**src/rtl/dma_pkg.sv**
```systemverilog
package dma_pkg;
  typedef enum logic [1:0] {ST_IDLE, ST_PICK, ST_RD, ST_WR} dma_st_e;

  localparam logic [2:0] F_CTRL = 3'd0;
  localparam logic [2:0] F_BOFF = 3'd1;
  localparam logic [2:0] F_ALO  = 3'd2;
  localparam logic [2:0] F_AHI  = 3'd3;
  localparam logic [2:0] F_BANK = 3'd4;
  localparam logic [2:0] F_CLO  = 3'd5;
  localparam logic [2:0] F_CHI  = 3'd6;
  localparam logic [2:0] F_TRIG = 3'd7;
endpackage

```
**src/rtl/dma_addr_unit.sv**
```systemverilog
module dma_addr_unit #(
  parameter logic [15:0] B_BASE = 16'h2100
) (
  input  logic [2:0]  mode_i,
  input  logic        fix_i,
  input  logic        dec_i,
  input  logic [1:0]  step_i,
  input  logic [7:0]  boff_i,
  input  logic [7:0]  bank_i,
  input  logic [15:0] addr_i,
  output logic [23:0] a_addr_o,
  output logic [15:0] b_addr_o,
  output logic [15:0] next_addr_o,
  output logic        blocked_o
);
  logic [1:0] pat;

  always_comb begin
    unique case (mode_i)
      3'd1, 3'd5: pat = {1'b0, step_i[0]};
      3'd3, 3'd7: pat = {1'b0, step_i[1]};
      3'd4:       pat = step_i;
      default:    pat = 2'd0;
    endcase
  end

  assign b_addr_o = B_BASE + {8'h00, boff_i} + {14'd0, pat};
  assign a_addr_o = {bank_i, addr_i};

  always_comb begin
    if (fix_i)      next_addr_o = addr_i;
    else if (dec_i) next_addr_o = addr_i - 16'd1;
    else            next_addr_o = addr_i + 16'd1;
  end

  // protected register windows in the low-half banks
  assign blocked_o = !bank_i[6] &&
                     ((addr_i[15:8] == 8'h21) || (addr_i[15:9] == 7'h20));
endmodule

```
**src/rtl/dma_regfile.sv**
```systemverilog
module dma_regfile
  import dma_pkg::*;
#(
  parameter int NUM_CH = 8,
  localparam int CH_W = $clog2(NUM_CH)
) (
  input  logic              clk_i,
  input  logic              rst_ni,
  input  logic              we_i,
  input  logic [CH_W-1:0]   ch_i,
  input  logic [2:0]        sel_i,
  input  logic [7:0]        wdata_i,
  output logic [7:0]        rdata_o,
  input  logic              busy_i,
  input  logic              done_i,
  output logic              start_o,
  output logic [NUM_CH-1:0] mask_o,
  input  logic [CH_W-1:0]   view_ch_i,
  output logic              v_dir_o,
  output logic              v_fix_o,
  output logic              v_dec_o,
  output logic [2:0]        v_mode_o,
  output logic [7:0]        v_boff_o,
  output logic [7:0]        v_bank_o,
  output logic [15:0]       v_addr_o,
  output logic [15:0]       v_cnt_o,
  input  logic              wb_en_i,
  input  logic [CH_W-1:0]   wb_ch_i,
  input  logic [15:0]       wb_addr_i
);
  logic [7:0]  ctrl_q [NUM_CH];
  logic [7:0]  boff_q [NUM_CH];
  logic [7:0]  bank_q [NUM_CH];
  logic [15:0] addr_q [NUM_CH];
  logic [15:0] cnt_q  [NUM_CH];
  logic [7:0]  trig_q;
  logic        wr_ok;

  assign wr_ok   = we_i && !busy_i;
  assign start_o = wr_ok && (sel_i == F_TRIG) && (wdata_i[NUM_CH-1:0] != '0);
  assign mask_o  = wdata_i[NUM_CH-1:0];

  for (genvar g = 0; g < NUM_CH; g++) begin : g_ch
    logic hit;
    assign hit = wr_ok && (ch_i == CH_W'(g));
    always_ff @(posedge clk_i or negedge rst_ni) begin
      if (!rst_ni) begin
        ctrl_q[g] <= '0;
        boff_q[g] <= '0;
        bank_q[g] <= '0;
        addr_q[g] <= '0;
        cnt_q[g]  <= '0;
      end else if (wb_en_i && (wb_ch_i == CH_W'(g))) begin
        addr_q[g] <= wb_addr_i;
        cnt_q[g]  <= '0;
      end else if (hit) begin
        unique case (sel_i)
          F_CTRL: ctrl_q[g]       <= wdata_i;
          F_BOFF: boff_q[g]       <= wdata_i;
          F_ALO:  addr_q[g][7:0]  <= wdata_i;
          F_AHI:  addr_q[g][15:8] <= wdata_i;
          F_BANK: bank_q[g]       <= wdata_i;
          F_CLO:  cnt_q[g][7:0]   <= wdata_i;
          F_CHI:  cnt_q[g][15:8]  <= wdata_i;
          default: ;
        endcase
      end
    end
  end

  always_ff @(posedge clk_i or negedge rst_ni) begin
    if (!rst_ni)      trig_q <= '0;
    else if (start_o) trig_q <= wdata_i;
    else if (done_i)  trig_q <= '0;
  end

  always_comb begin
    unique case (sel_i)
      F_CTRL:  rdata_o = ctrl_q[ch_i];
      F_BOFF:  rdata_o = boff_q[ch_i];
      F_ALO:   rdata_o = addr_q[ch_i][7:0];
      F_AHI:   rdata_o = addr_q[ch_i][15:8];
      F_BANK:  rdata_o = bank_q[ch_i];
      F_CLO:   rdata_o = cnt_q[ch_i][7:0];
      F_CHI:   rdata_o = cnt_q[ch_i][15:8];
      default: rdata_o = trig_q;
    endcase
  end

  assign v_dir_o  = ctrl_q[view_ch_i][7];
  assign v_dec_o  = ctrl_q[view_ch_i][4];
  assign v_fix_o  = ctrl_q[view_ch_i][3];
  assign v_mode_o = ctrl_q[view_ch_i][2:0];
  assign v_boff_o = boff_q[view_ch_i];
  assign v_bank_o = bank_q[view_ch_i];
  assign v_addr_o = addr_q[view_ch_i];
  assign v_cnt_o  = cnt_q[view_ch_i];
endmodule

```
**src/rtl/dma_seq.sv**
```systemverilog
module dma_seq
  import dma_pkg::*;
#(
  parameter int NUM_CH = 8,
  localparam int CH_W = $clog2(NUM_CH)
) (
  input  logic              clk_i,
  input  logic              rst_ni,
  input  logic              start_i,
  input  logic [NUM_CH-1:0] mask_i,
  output logic [CH_W-1:0]   view_ch_o,
  input  logic              v_dir_i,
  input  logic [15:0]       v_addr_i,
  input  logic [15:0]       v_cnt_i,
  input  logic [15:0]       next_addr_i,
  input  logic              blocked_i,
  input  logic [7:0]        a_rdata_i,
  input  logic [7:0]        b_rdata_i,
  output logic [15:0]       addr_o,
  output logic [1:0]        step_o,
  output logic              busy_o,
  output logic              done_o,
  output logic              wb_en_o,
  output logic [CH_W-1:0]   wb_ch_o,
  output logic [15:0]       wb_addr_o,
  output logic              a_rd_o,
  output logic              a_wr_o,
  output logic              b_rd_o,
  output logic              b_wr_o,
  output logic [7:0]        wdata_o
);
  dma_st_e           st_q;
  logic [NUM_CH-1:0] pend_q;
  logic [CH_W-1:0]   cur_q, low;
  logic [15:0]       addr_q;
  logic [16:0]       rem_q;
  logic [1:0]        step_q;
  logic              blk_q;
  logic              last;

  always_comb begin
    low = '0;
    for (int i = NUM_CH - 1; i >= 0; i--)
      if (pend_q[i]) low = CH_W'(i);
  end

  assign last = (rem_q == 17'd1);

  always_ff @(posedge clk_i or negedge rst_ni) begin
    if (!rst_ni) begin
      st_q   <= ST_IDLE;
      pend_q <= '0;
      cur_q  <= '0;
      addr_q <= '0;
      rem_q  <= '0;
      step_q <= '0;
      blk_q  <= 1'b0;
    end else begin
      unique case (st_q)
        ST_IDLE: if (start_i) begin
          pend_q <= mask_i;
          st_q   <= ST_PICK;
        end
        ST_PICK: if (pend_q == '0) begin
          st_q <= ST_IDLE;
        end else begin
          cur_q  <= low;
          addr_q <= v_addr_i;
          rem_q  <= (v_cnt_i == 16'd0) ? 17'h10000 : {1'b0, v_cnt_i};
          step_q <= '0;
          st_q   <= ST_RD;
        end
        ST_RD: begin
          blk_q <= !v_dir_i && blocked_i;
          st_q  <= ST_WR;
        end
        ST_WR: begin
          addr_q <= next_addr_i;
          rem_q  <= rem_q - 17'd1;
          step_q <= step_q + 2'd1;
          if (last) begin
            pend_q[cur_q] <= 1'b0;
            st_q          <= ST_PICK;
          end else begin
            st_q <= ST_RD;
          end
        end
        default: st_q <= ST_IDLE;
      endcase
    end
  end

  assign view_ch_o = (st_q == ST_PICK) ? low : cur_q;
  assign addr_o    = addr_q;
  assign step_o    = step_q;
  assign busy_o    = (st_q != ST_IDLE);
  assign done_o    = (st_q == ST_PICK) && (pend_q == '0);
  assign wb_en_o   = (st_q == ST_WR) && last;
  assign wb_ch_o   = cur_q;
  assign wb_addr_o = next_addr_i;

  assign a_rd_o  = (st_q == ST_RD) && !v_dir_i && !blocked_i;
  assign b_rd_o  = (st_q == ST_RD) && v_dir_i;
  assign b_wr_o  = (st_q == ST_WR) && !v_dir_i;
  assign a_wr_o  = (st_q == ST_WR) && v_dir_i;
  assign wdata_o = v_dir_i ? b_rdata_i : (blk_q ? 8'h00 : a_rdata_i);
endmodule

```
**src/rtl/burst_dma_engine.sv**
```systemverilog
module burst_dma_engine #(
  parameter int          NUM_CH = 8,
  parameter logic [15:0] B_BASE = 16'h2100,
  localparam int         CH_W   = $clog2(NUM_CH)
) (
  input  logic            clk_i,
  input  logic            rst_ni,
  input  logic            cfg_we_i,
  input  logic [CH_W-1:0] cfg_ch_i,
  input  logic [2:0]      cfg_sel_i,
  input  logic [7:0]      cfg_wdata_i,
  output logic [7:0]      cfg_rdata_o,
  output logic            busy_o,
  output logic [23:0]     a_addr_o,
  output logic            a_rd_o,
  output logic            a_wr_o,
  output logic [7:0]      a_wdata_o,
  input  logic [7:0]      a_rdata_i,
  output logic [15:0]     b_addr_o,
  output logic            b_rd_o,
  output logic            b_wr_o,
  output logic [7:0]      b_wdata_o,
  input  logic [7:0]      b_rdata_i
);
  logic              start, done, wb_en;
  logic [NUM_CH-1:0] mask;
  logic [CH_W-1:0]   view_ch, wb_ch;
  logic              v_dir, v_fix, v_dec;
  logic [2:0]        v_mode;
  logic [7:0]        v_boff, v_bank, wdata;
  logic [15:0]       v_addr, v_cnt, wb_addr, next_addr, cur_addr;
  logic [1:0]        step;
  logic              blocked;

  dma_regfile #(.NUM_CH(NUM_CH)) u_regs (
    .clk_i, .rst_ni,
    .we_i(cfg_we_i), .ch_i(cfg_ch_i), .sel_i(cfg_sel_i),
    .wdata_i(cfg_wdata_i), .rdata_o(cfg_rdata_o),
    .busy_i(busy_o), .done_i(done), .start_o(start), .mask_o(mask),
    .view_ch_i(view_ch), .v_dir_o(v_dir), .v_fix_o(v_fix), .v_dec_o(v_dec),
    .v_mode_o(v_mode), .v_boff_o(v_boff), .v_bank_o(v_bank),
    .v_addr_o(v_addr), .v_cnt_o(v_cnt),
    .wb_en_i(wb_en), .wb_ch_i(wb_ch), .wb_addr_i(wb_addr)
  );

  dma_addr_unit #(.B_BASE(B_BASE)) u_addr (
    .mode_i(v_mode), .fix_i(v_fix), .dec_i(v_dec), .step_i(step),
    .boff_i(v_boff), .bank_i(v_bank), .addr_i(cur_addr),
    .a_addr_o, .b_addr_o, .next_addr_o(next_addr), .blocked_o(blocked)
  );

  dma_seq #(.NUM_CH(NUM_CH)) u_seq (
    .clk_i, .rst_ni,
    .start_i(start), .mask_i(mask), .view_ch_o(view_ch),
    .v_dir_i(v_dir), .v_addr_i(v_addr), .v_cnt_i(v_cnt),
    .next_addr_i(next_addr), .blocked_i(blocked),
    .a_rdata_i, .b_rdata_i,
    .addr_o(cur_addr), .step_o(step), .busy_o, .done_o(done),
    .wb_en_o(wb_en), .wb_ch_o(wb_ch), .wb_addr_o(wb_addr),
    .a_rd_o, .a_wr_o, .b_rd_o, .b_wr_o, .wdata_o(wdata)
  );

  assign a_wdata_o = wdata;
  assign b_wdata_o = wdata;
endmodule

```
**config.mk**
```make
export PLATFORM = sky130hd
export DESIGN_NAME = burst_dma_engine
export DESIGN_NICKNAME = d
export VERILOG_FILES = /design/src/rtl/dma_pkg.sv /design/src/rtl/dma_addr_unit.sv /design/src/rtl/dma_regfile.sv /design/src/rtl/dma_seq.sv /design/src/rtl/burst_dma_engine.sv
export SDC_FILE = /design/constraint.sdc
export NUM_CORES = 1
export LEC_CHECK = 0
export BUFFER_PORTS_ARGS = -buffer_cell sky130_fd_sc_hd__buf_2
export CELL_PAD_IN_SITES_DETAIL_PLACEMENT = 0
export CELL_PAD_IN_SITES_GLOBAL_PLACEMENT = 1
export CORE_UTILIZATION = 39
export CTS_CLUSTER_DIAMETER = 80
export DETAILED_ROUTE_END_ITERATION = 12
export GPL_TIMING_DRIVEN = 1
export PLACE_DENSITY_LB_ADDON = 0.1
export SLEW_MARGIN = 30
export SYNTH_ARGS = -nofsm -noshare
export SYNTH_HDL_FRONTEND = slang
export SYNTH_SLANG_ARGS = --single-unit
```
**constraint.sdc**
```tcl
create_clock -name clk_i -period 8.9 [get_ports clk_i]
set_input_delay 0.445 -clock clk_i [delete_from_list [all_inputs] [get_ports clk_i]]
set_output_delay 0.445 -clock clk_i [all_outputs]
set_load 0.01 [all_outputs]
```
==> summary.md <==
| Metric | Value |
|---|---|
| Status | finished clean |
| Rel. slew slack | 31.3% |
| Fin crit share | 77.0% |
| Worst Setup End Kind | flip-flop |
| Die Y | 281 um |
| Reg clk slew, reported paths | 0.06 ns |
| Reg power frac | 33.8% |
| Reg2Reg Depth | 16 |
| Switch Pwr | 3.17 mW |
| Switch share | 39.7% |
| Layout Cells excl Fill | a little over 4000 |
| Hold Path Class | in -> async |
| Internal power | a little under 5 mW |
| CTS tree | yes |
| Reg-to-reg slack, setup | 2.05 ns |
| Max Clk Rate | 146 MHz |
| CP max FO | 25 |
| Diode count | 0 |
| Clock power share | 31.5% |
| DP Wirelength | 73.1 mm |
| Crit path launch type | flip-flop |
| RSZ-0062 raised after global routing | false |
| Postcts setup bufs | 0 |
| Post-synth top area share | 41.5% |
| First-pass GRT wire length | 174 mm |
| Routed Antenna Nets | 0 |
| Pleak | 15.1 nW |
| Pre-antenna DRT Iters | 5 |
| Drt drc | 0 |
| Pin count of the biggest net entering global routing | approximately 170 |
| Synth Area per Inst | 9.86 um^2 |
| TritonCTS Buffers | 61 |
| Site Rows | 102 |
| RR Startpoint | u_seq.st_q[0]$_DFFE_PN0P_ |
| Fillers | 7408 |
| Slew @ Worst Pin | 1.00 ns |
| CP bufs+invs | 1 |
| Routing usage on met1 | a little over two fifths |
| Worst Hold Slack | between 0.3 and 0.4 ns |
| Total wire length | around 120 mm |
| EDFF count, synth | 0 |
| Clock sink count | about 510 |
| Cells after Synth | 3090 |
| Iteration-0 DRC Markers | about 2500 |
| CP delay by family, top | compound AO/OA/AOI/OAI gates |
| Post-cts sizing count | 0 |
| Core footprint | 77300 um^2 |
| Critical Path Start | u_seq.st_q[0]$_DFFE_PN0P_ |
| Vias in the first global route | roughly 25000 |
| Setup-failing EPs final | 0 |
| Drt wl/cell | 28.7 um |
| Data arrival time of the worst path | about 7.3 ns |
| Vias | approximately 26000 |
| Required time of the critical path | 9.39 ns |
| GR Overflow Total | 0 |
| Met2 Use GR | a little under half |
| Seq/Total Area, Yosys | 41.5% |
| Maximum vdd drop | 0.000159 V |
| Register bit total from synthesis | slightly above 500 |
| Total GRT Usage | 29.7% |
| Synth warn | 0 |
| Slowest cell on the critical path | dfrtp_1 |
| Grt met3 use | 4.88% |
| Full die area | approximately 80000 um^2 |
| Final Hold Fails | 0 |
| Dominant synthesized flop cell | dfrtp_1 |
| RD Place Congestion | 0.880 |
| Setup WS pre-CTS | 2.10 ns |
| PortBufs | 95 |
| Vias per cell | 6.24 |
| Max cap viols | 0 |
| Min Tclk post-route | 6.85 ns |
| P&R area growth vs syn | 10.8% |
| Placed Cells | 4011 |
| Reg2reg end | u_regs.addr_q[14]$_DFFE_PN0P_ |
| I/O Pins | 102 |
| Skew final | 0.0167 ns |
| Cell taking the most area after synthesis | dfrtp_1 |
| Final Worst Setup Slack | roughly 2 ns |
| Initial antenna violation count | 4 |
| Fin Setup TNS | 0 ns |
| Fraction of layout cells with a size suffix above 1 | 22.1% |
| Largest cells by area after synthesis | dfrtp_1 (41%), mux4_2 (9.2%), mux2_2 (8.9%) |
| CP peak stage delay | 0.93 ns |
| CP Cell Sequence | nand2b_1 > nand2_1 > o31a_2 > mux4_2 > mux2i_4 > inv_1 > ha_1 > nor2b_1 > o21ai_0 > a21boi_0 > or4_1 > and2_1 > a2111oi_0 > o21bai_1 > xnor2_1 > a31oi_1 |
| H-tree levels | 2 |
| Yosys cell types | between 80 and 90 |
| Post-synthesis cell area | around 30000 um^2 |
| Initial core utilization | around two fifths |
| Comb pwr share | roughly a third |
| Pwr/cell area | 236 nW/um^2 |
| Die W | 281 um |
| Max Root-Sink Buffers | 3 |
| # nets final | 3092 |
| Clock Latency Late Sink | between 0.6 and 0.7 ns |
| Max Slew Vio Count | 0 |
| Fraction of registers with async set/reset | 100% |
| CTS Root Cell | clkbuf_16 |
| Critical setup path kind | reg -> reg |
| Busiest grt layer | met2 |
state kept, by name, summed over array words and instances (netlist names), 8 cells and up:
name	cells
u_regs.addr_q	128
u_regs.ctrl_q	64
u_regs.cnt_q	128
u_seq.rem_q	17
u_regs.trig_q	8
u_seq.pend_q	8
u_regs.boff_q	64
u_seq.addr_o	16
u_regs.bank_q	64
cell usage after synthesis, types with 33 or more instances:
cell	count
a211oi_1	91
a21oi_1	279
a31oi_1	36
and3_1	93
buf_1	38
buf_2	46
clkbuf_1	171
dfrtp_1	505
mux2_2	241
mux2i_1	156
mux4_2	125
nand2_1	517
nand3_1	162
nor2_1	140
nor2b_1	33
o21ai_0	93
routing by layer:
| metal | vias up | routed length (um) |
|---|---|---|
| met5 | - | 17 |
| met4 | 2 | 3280 |
| met3 | 191 | 8770 |
| met2 | 1107 | 54000 |
| met1 | 13260 | 52100 |
| li1 | 11160 | - |
cells by family after synthesis:
family          after synthesis  share of synthesized area [%]
simple gates               1042                           15.5
other cells                   2                         0.0247
buf+inv                     310                           4.38
mux                         526                           23.5
xor+xnor                     17                          0.489
flops                       505                           41.5
fa+ha+maj                    22                          0.953
compound gates              666                           13.7
layout by cell type (no fill, tap or decap), types with 11 or more instances in the layout:
master,synthesis,final
a211oi_1,91,90
a21oi_1,279,277
a221oi_1,13,12
a22o_1,18,18
a22oi_1,21,21
a311oi_1,15,15
a31oi_1,36,36
and3_1,93,93
buf_2,46,92
buf_4,20,59
clkbuf_1,171,15
clkbuf_16,0,61
clkbuf_8,0,13
clkinv_2,0,12
dfrtp_1,505,505
ha_1,20,20
inv_1,30,30
mux2_2,241,241
mux2i_1,156,156
mux4_2,125,125
nand2_1,517,517
nand2b_1,15,15
nand3_1,162,162
nand3b_1,11,11
nor2_1,140,117
nor2_2,0,14
nor2b_1,33,32
nor3_1,19,15
o21ai_0,93,93
o22ai_1,25,25
xnor2_1,12,12
power by group through the flow:
stage / registers (mW) / logic (mW) / clock network [mW]
after detailed placement: 2.73 / 2.73 / 0
after global routing: 2.72 / 2.96 / 2.63
final: 2.70 / 2.76 / 2.51
after floorplan: 2.64 / 1.80 / 0
after global placement: 2.72 / 2.71 / 0
after CTS: 2.69 / 2.74 / 2.55
how the worst max path moves through the flow:
stage                                                 to  slack, ns  cells past startpoint
after floorplan           u_regs.addr_q[110]$_DFFE_PN0P_       4.02                     17
after global placement    u_regs.addr_q[110]$_DFFE_PN0P_       2.32                     16
after detailed placement   u_regs.addr_q[14]$_DFFE_PN0P_       2.10                     16
after CTS                  u_regs.addr_q[14]$_DFFE_PN0P_       2.02                     16
after global routing       u_regs.addr_q[78]$_DFFE_PN0P_       1.57                     16
final                      u_regs.addr_q[14]$_DFFE_PN0P_       2.05                     16
layout make-up:
| cell class | instances | area [um^2] | area share, % |
|---|---|---|---|
| multi-input cells | 2279 | 16700 | 49.4 |
| flip-flops and latches | 505 | 12600 | 37.4 |
| clock buffers | 89 | 1760 | 5.22 |
| well taps | 1040 | 1300 | 3.85 |
| repair buffers | 160 | 1060 | 3.13 |
| clock inverters | 20 | 203 | 0.600 |
| inverters | 30 | 113 | 0.334 |
what timing repair did:
action,in CTS,in global routing
hold endpoints to repair,83,0
setup endpoints to repair,0,0
hold buffers,1,0
metrics by stage:
step | cell area, um^2 | util (%) | power (mW)
2_1_floorplan | 30500 | - | 4.44
3_3_place_gp | 31700 | 41.0 | 5.43
3_5_place_dp | 31700 | 41.0 | 5.46
4_1_cts | 33700 | 43.6 | 7.98
5_1_grt | 33800 | 43.6 | 8.31
6_report | 33800 | 43.6 | 7.97
Power figures use the tool's default switching activity.
